## config.mk

```make
export PLATFORM = sky130hd
export DESIGN_NAME = addr_alias_tester
export DESIGN_NICKNAME = d
export VERILOG_FILES = /design/src/rtl/addr_alias_pkg.sv /design/src/rtl/addr_alias_ctrl.sv /design/src/rtl/addr_alias_dp.sv /design/src/rtl/addr_alias_tester.sv
export SDC_FILE = /design/constraint.sdc
export NUM_CORES = 1
export LEC_CHECK = 0
export ABC_AREA = 1
export ABC_CLOCK_PERIOD_IN_PS = 2600
export BUFFER_PORTS_ARGS = -buffer_cell sky130_fd_sc_hd__buf_2
export CELL_PAD_IN_SITES_DETAIL_PLACEMENT = 2
export CELL_PAD_IN_SITES_GLOBAL_PLACEMENT = 2
export CORE_ASPECT_RATIO = 0.7
export CORE_UTILIZATION = 32
export CTS_BUF_LIST = sky130_fd_sc_hd__clkbuf_16
export CTS_CLUSTER_DIAMETER = 30
export DETAILED_ROUTE_END_ITERATION = 7
export PLACE_DENSITY_LB_ADDON = 0.15
export SLEW_MARGIN = 20
export SYNTH_ARGS = -nofsm -noshare
export SYNTH_HDL_FRONTEND = slang
export SYNTH_SLANG_ARGS = --single-unit
```

## constraint.sdc

```tcl
create_clock -name clk -period 2.6 [get_ports clk]
set_input_delay 0.52 -clock clk [delete_from_list [all_inputs] [get_ports clk]]
set_output_delay 0.52 -clock clk [all_outputs]
set_load 0.01 [all_outputs]
```

## src/rtl/addr_alias_pkg.sv

```systemverilog
package addr_alias_pkg;

  typedef enum logic [2:0] {
    ST_IDLE,
    ST_FILL,
    ST_AGGW,
    ST_VREAD,
    ST_SELF,
    ST_RESTORE
  } seq_state_e;

  // Strobes from sequencer to result datapath
  typedef struct packed {
    logic clearRes;
    logic compare;
    logic expBit;
    logic finish;
  } dp_strobe_t;

endpackage

```

## src/rtl/addr_alias_ctrl.sv

```systemverilog
module addr_alias_ctrl
  import addr_alias_pkg::*;
#(
  parameter int ADDR_W = 2
) (
  input  logic              clk,
  input  logic              rst,
  input  logic              start,
  input  logic              mismatch,
  output logic [ADDR_W-1:0] accAddr,
  output logic              accWrite,
  output logic              accData,
  output logic              accEn,
  output logic [ADDR_W-1:0] aggIdx,
  output dp_strobe_t        strobe
);

  localparam int DEPTH = 1 << ADDR_W;
  localparam logic [ADDR_W-1:0] LAST_ADDR = ADDR_W'(DEPTH - 1);
  localparam logic [ADDR_W-1:0] ONE_A = ADDR_W'(1);
  localparam logic [ADDR_W:0]   ONE_W = (ADDR_W+1)'(1);
  localparam logic [1:0] PH_EN = 2'd1;
  localparam logic [1:0] PH_SAMPLE = 2'd2;

  seq_state_e        state;
  logic [1:0]        ph;
  logic              bg;
  logic [ADDR_W-1:0] agg;
  logic [ADDR_W-1:0] idx;

  logic              isRead;
  logic              accEnd;
  logic [ADDR_W:0]   step1;
  logic [ADDR_W:0]   stepSkip;
  logic              vicDone;
  logic [ADDR_W-1:0] firstVic;

  assign aggIdx = agg;

  always_comb begin
    isRead   = (state == ST_VREAD) || (state == ST_SELF);
    accEnd   = (state != ST_IDLE) && (ph == (isRead ? PH_SAMPLE : PH_EN));
    accEn    = (state != ST_IDLE) && (ph == PH_EN);
    step1    = {1'b0, idx} + ONE_W;
    stepSkip = (step1 == {1'b0, agg}) ? step1 + ONE_W : step1;
    vicDone  = stepSkip[ADDR_W];
    firstVic = (agg == '0) ? ONE_A : '0;

    accAddr  = '0;
    accWrite = 1'b0;
    accData  = 1'b0;
    unique case (state)
      ST_FILL:    begin accAddr = idx; accWrite = 1'b1; accData = bg;  end
      ST_AGGW:    begin accAddr = agg; accWrite = 1'b1; accData = ~bg; end
      ST_VREAD:   begin accAddr = idx; end
      ST_SELF:    begin accAddr = agg; end
      ST_RESTORE: begin accAddr = agg; accWrite = 1'b1; accData = bg;  end
      default:    begin accAddr = '0; end
    endcase

    strobe.clearRes = (state == ST_IDLE) && start;
    strobe.compare  = isRead && (ph == PH_SAMPLE);
    strobe.expBit   = (state == ST_SELF) ? ~bg : bg;
    strobe.finish   = (state == ST_RESTORE) && accEnd && (agg == LAST_ADDR) && bg;
  end

  always_ff @(posedge clk) begin
    if (rst) begin
      state <= ST_IDLE;
      ph    <= '0;
      bg    <= 1'b0;
      agg   <= '0;
      idx   <= '0;
    end else if (state == ST_IDLE) begin
      if (start) begin
        state <= ST_FILL;
        ph    <= '0;
        bg    <= 1'b0;
        agg   <= '0;
        idx   <= '0;
      end
    end else if (strobe.compare && mismatch) begin
      state <= ST_IDLE;
      ph    <= '0;
    end else if (!accEnd) begin
      ph <= ph + 2'd1;
    end else begin
      ph <= '0;
      unique case (state)
        ST_FILL: begin
          if (idx == LAST_ADDR) begin
            state <= ST_AGGW;
            agg   <= '0;
          end else begin
            idx <= idx + ONE_A;
          end
        end
        ST_AGGW: begin
          state <= ST_VREAD;
          idx   <= firstVic;
        end
        ST_VREAD: begin
          if (vicDone) begin
            state <= ST_SELF;
          end else begin
            idx <= stepSkip[ADDR_W-1:0];
          end
        end
        ST_SELF: begin
          state <= ST_RESTORE;
        end
        ST_RESTORE: begin
          if (agg != LAST_ADDR) begin
            agg   <= agg + ONE_A;
            state <= ST_AGGW;
          end else if (!bg) begin
            bg    <= 1'b1;
            idx   <= '0;
            state <= ST_FILL;
          end else begin
            state <= ST_IDLE;
          end
        end
        default: state <= ST_IDLE;
      endcase
    end
  end

endmodule

```

## src/rtl/addr_alias_dp.sv

```systemverilog
module addr_alias_dp
  import addr_alias_pkg::*;
#(
  parameter int ADDR_W = 2
) (
  input  logic              clk,
  input  logic              rst,
  input  dp_strobe_t        strobe,
  input  logic              ramDout,
  input  logic [ADDR_W-1:0] aggIdx,
  input  logic [ADDR_W-1:0] accAddr,
  output logic              mismatch,
  output logic              done,
  output logic              pass,
  output logic              fail,
  output logic [ADDR_W-1:0] badAggressor,
  output logic [ADDR_W-1:0] badVictim
);

  assign mismatch = strobe.compare && (ramDout != strobe.expBit);

  always_ff @(posedge clk) begin
    if (rst || strobe.clearRes) begin
      done         <= 1'b0;
      pass         <= 1'b0;
      fail         <= 1'b0;
      badAggressor <= '0;
      badVictim    <= '0;
    end else if (mismatch) begin
      done         <= 1'b1;
      fail         <= 1'b1;
      badAggressor <= aggIdx;
      badVictim    <= accAddr;
    end else if (strobe.finish) begin
      done <= 1'b1;
      pass <= 1'b1;
    end
  end

endmodule

```

## src/rtl/addr_alias_tester.sv

```systemverilog
module addr_alias_tester
  import addr_alias_pkg::*;
#(
  parameter int ADDR_W = 2
) (
  input  logic              clk,
  input  logic              rst,
  input  logic              start,
  output logic [ADDR_W-1:0] ramAddr,
  output logic              ramWrite,
  output logic              ramDin,
  output logic              ramEn,
  input  logic              ramDout,
  output logic              done,
  output logic              pass,
  output logic              fail,
  output logic [ADDR_W-1:0] badAggressor,
  output logic [ADDR_W-1:0] badVictim
);

  dp_strobe_t        strobe;
  logic              mismatch;
  logic [ADDR_W-1:0] aggIdx;

  addr_alias_ctrl #(.ADDR_W(ADDR_W)) u_ctrl (
    .clk      (clk),
    .rst      (rst),
    .start    (start),
    .mismatch (mismatch),
    .accAddr  (ramAddr),
    .accWrite (ramWrite),
    .accData  (ramDin),
    .accEn    (ramEn),
    .aggIdx   (aggIdx),
    .strobe   (strobe)
  );

  addr_alias_dp #(.ADDR_W(ADDR_W)) u_dp (
    .clk          (clk),
    .rst          (rst),
    .strobe       (strobe),
    .ramDout      (ramDout),
    .aggIdx       (aggIdx),
    .accAddr      (ramAddr),
    .mismatch     (mismatch),
    .done         (done),
    .pass         (pass),
    .fail         (fail),
    .badAggressor (badAggressor),
    .badVictim    (badVictim)
  );

endmodule

```

==> metrics.txt <==
hpwl dp=3400 um; Fmax=446 MHz; Setup Viol. Count Final=0; largest net degree at the start of global routing=12; Inserted Diodes=0; Net Sw Power=0.000854 W; Max Buffers Root-to-Sink=2; ys flop type=dfxtp_1; Final period util=86.2%; row cnt=18; R2R Setup Slk=0.60 ns; outcome=finished, final reports clean; Post-synth EDFFs=0; crit-path max FO=8; vias per cell=4.86; routability congestion estimate=0.851; final WL=4440 um; layout cell share with drive strength beyond 1=19.2%; met2 usage=40.6%; overall power=0.00167 W; hold-fix buffers at CTS=0; Rel. slew slack=74.3%; setup_tns=0 ns; WP data required=2.08 ns; met3 Use GR=4.00%; Post-CTS Setup Repair Bufs=0; R2R depth=12; worst vdd ir=0.000330 V; crit path to=ramAddr[1]; Port Buffers=15; DIE HEIGHT=53.5 um; P_int=0.000813 W; WP data arrival=1.72 ns; grt total ovfl=0; clk sinks=17; CORE AREA=0.00358 sq mm; r2r endpoint=u_ctrl.idx[0]; Wirelength per Cell=16.5 um; Root Driver=clkbuf_16; PwrDens=1170 mW/mm^2; post-cts sizing count=0; via count=1306; Crit. Startpoint=u_ctrl.state[2]; Ys Warns=0; Die Footprint=0.00404 sq mm; Worst-Skew Late Latency=0.26 ns; most common cell in the synthesized netlist=nand2_1; Detailed Route Iter0 Violations=66; Reg power frac=23.1%; Post-Layout Cell Count=269; max_cap viols=0; mapped cell area=0.00121 sq mm; pre-CTS worst setup slack=0.610 ns; initial antenna violation count=0; synthesized flop and latch total=17; Synth area leader=dfxtp_1; Global Route Usage Sum=25.0%; top cells by area, synth=dfxtp_1 (28%), nand2_1 (20%), nor2_1 (9.9%), inv_1 (6.8%), ha_1 (6.2%); Mapped Nets=211; first-pass GRT wire length=7100 um; Post-synth top cells=nand2_1 (63), nor2_1 (32), inv_1 (22); number of global-route vias before repair=1397; dpl cells=265; die width=75.5 um; GR peak layer=met2; cell count after synthesis=201; critical path class=reg2out; critical path startpoint category=flop; Unique masters post-synth=22; Tmin final=2.24 ns; worst-margin pin slew=0.383 ns; Setup crit end kind=primary output; area growth from synthesis to final layout=17.6%; mean post-synth cell area=6.03 sq um; Final nets=230; clock skew=0.00411 ns; met1 GRT Util=34.4%; worst min path class=reg2reg; post-synth top area share=28.1%; first-pass iteration count of the detailed router=4; H-tree Lvls=1; Worst-path clk slew=0.06 ns; Routed Antenna Nets=0; clock network power share=20.3%; LEAKAGE=0.732 nW; Seq/Total Area, Yosys=28.1%; TritonCTS clock tree=yes; unrepaired setup endpoints after global routing=no; Fin. Hold Viols=0; reg-to-reg startpoint=u_ctrl.idx[0]; worst setup margin=0.358 ns; final core utilization=39.8%; total CTS buffers=3; Switching Share=51.2%; max-slew violations=0; total I/O pin count=16; Hold Path Depth=2; combinational power share=56.7%; asr flop ratio synth=0%; Initial Utilization=33.8%; Remaining DRCs=0
==> layout make-up <==
cell class                      count  area, sq um
Timing Repair Buffer               15         75.1
Multi-Input combinational cell    153          751
Clock inverter                      1         7.51
Sequential cell                    17          340
Clock buffer                        3         75.1
Inverter                           30          113
Fill cell                         467         2160
Tap cell                           50         62.6
==> logic make-up (layout without fill, tap and decap cells) <==
family	after synthesis	after routing	share of synthesized area, %
compound gates	25	25	11.1
flops	17	17	28.1
simple gates	122	122	44.7
buf+inv	31	49	9.92
fa+ha+maj	6	6	6.20
==> per-stage QoR <==
stage | hold slack, ns | area, sq um
6_report | 0.460 | 1420
5_1_grt | 0.477 | 1420
4_1_cts | 0.463 | 1420
3_5_place_dp | 0.446 | 1340
3_3_place_gp | 0.434 | 1340
2_1_floorplan | 0.467 | 1210
==> layer usage <==
layer | up-vias | share of wire [%] | routed length (um)
met5 | - | 0 | 0
met4 | 0 | 0.65 | 29
met3 | 5 | 2.6 | 114
met2 | 16 | 46 | 2020
met1 | 626 | 51 | 2280
li1 | 659 | - | -
==> how the worst min path moves through the flow <==
stage,end,slack [ns],from
after CTS,u_dp.pass,0.46,u_dp.pass
after global placement,u_dp.pass,0.43,u_dp.pass
after global routing,u_ctrl.aggIdx[1],0.48,rst
after floorplan,u_ctrl.ph[0],0.47,u_ctrl.ph[0]
final,u_dp.pass,0.46,u_dp.pass
after detailed placement,u_dp.pass,0.45,u_dp.pass
==> state kept, by name, indices dropped and copies added, names as in the netlist <==
signal and count:
u_ctrl.aggIdx 2, u_ctrl.bg 1, u_ctrl.idx 2, u_ctrl.ph 2, u_ctrl.state 3, u_dp.badAggressor 2, u_dp.badVictim 2, u_dp.done 1
u_dp.fail 1, u_dp.pass 1
==> power groups by stage <==
stage | Combinational (W) | Clock [W] | Sequential, W
final | 0.000944 | 0.000338 | 0.000385
after CTS | 0.000950 | 0.000341 | 0.000386
after global routing | 0.00107 | 0.000352 | 0.000396
after detailed placement | 0.000925 | 0 | 0.000390
after global placement | 0.000859 | 0 | 0.000383
after floorplan | 0.000682 | 0 | 0.000360
==> worst max-delay path: stages, from the launching register on <==
cell and delay [ns]:
dfxtp_1 0.51, inv_2 0.14, nor2_2 0.21, inv_2 0.09, nand2_1 0.08, nor2_1 0.07, o21ai_1 0.19, buf_2 0.17
==> placed cells by master, fill, tap and decap left out, drive strengths merged <==
cell	Yosys	routed
nand4	1	1
inv	29	29
a211oi	3	3
o21ai	12	12
nor2	38	38
nand3b	2	2
clkbuf	0	3
o22ai	1	1
clkinvlp	0	1
nand3	11	11
a21oi	9	9
clkinv	1	1
dfxtp	17	17
ha	6	6
nand2	68	68
buf	1	15
nor3	2	2
(Power assumes the default switching activity.)
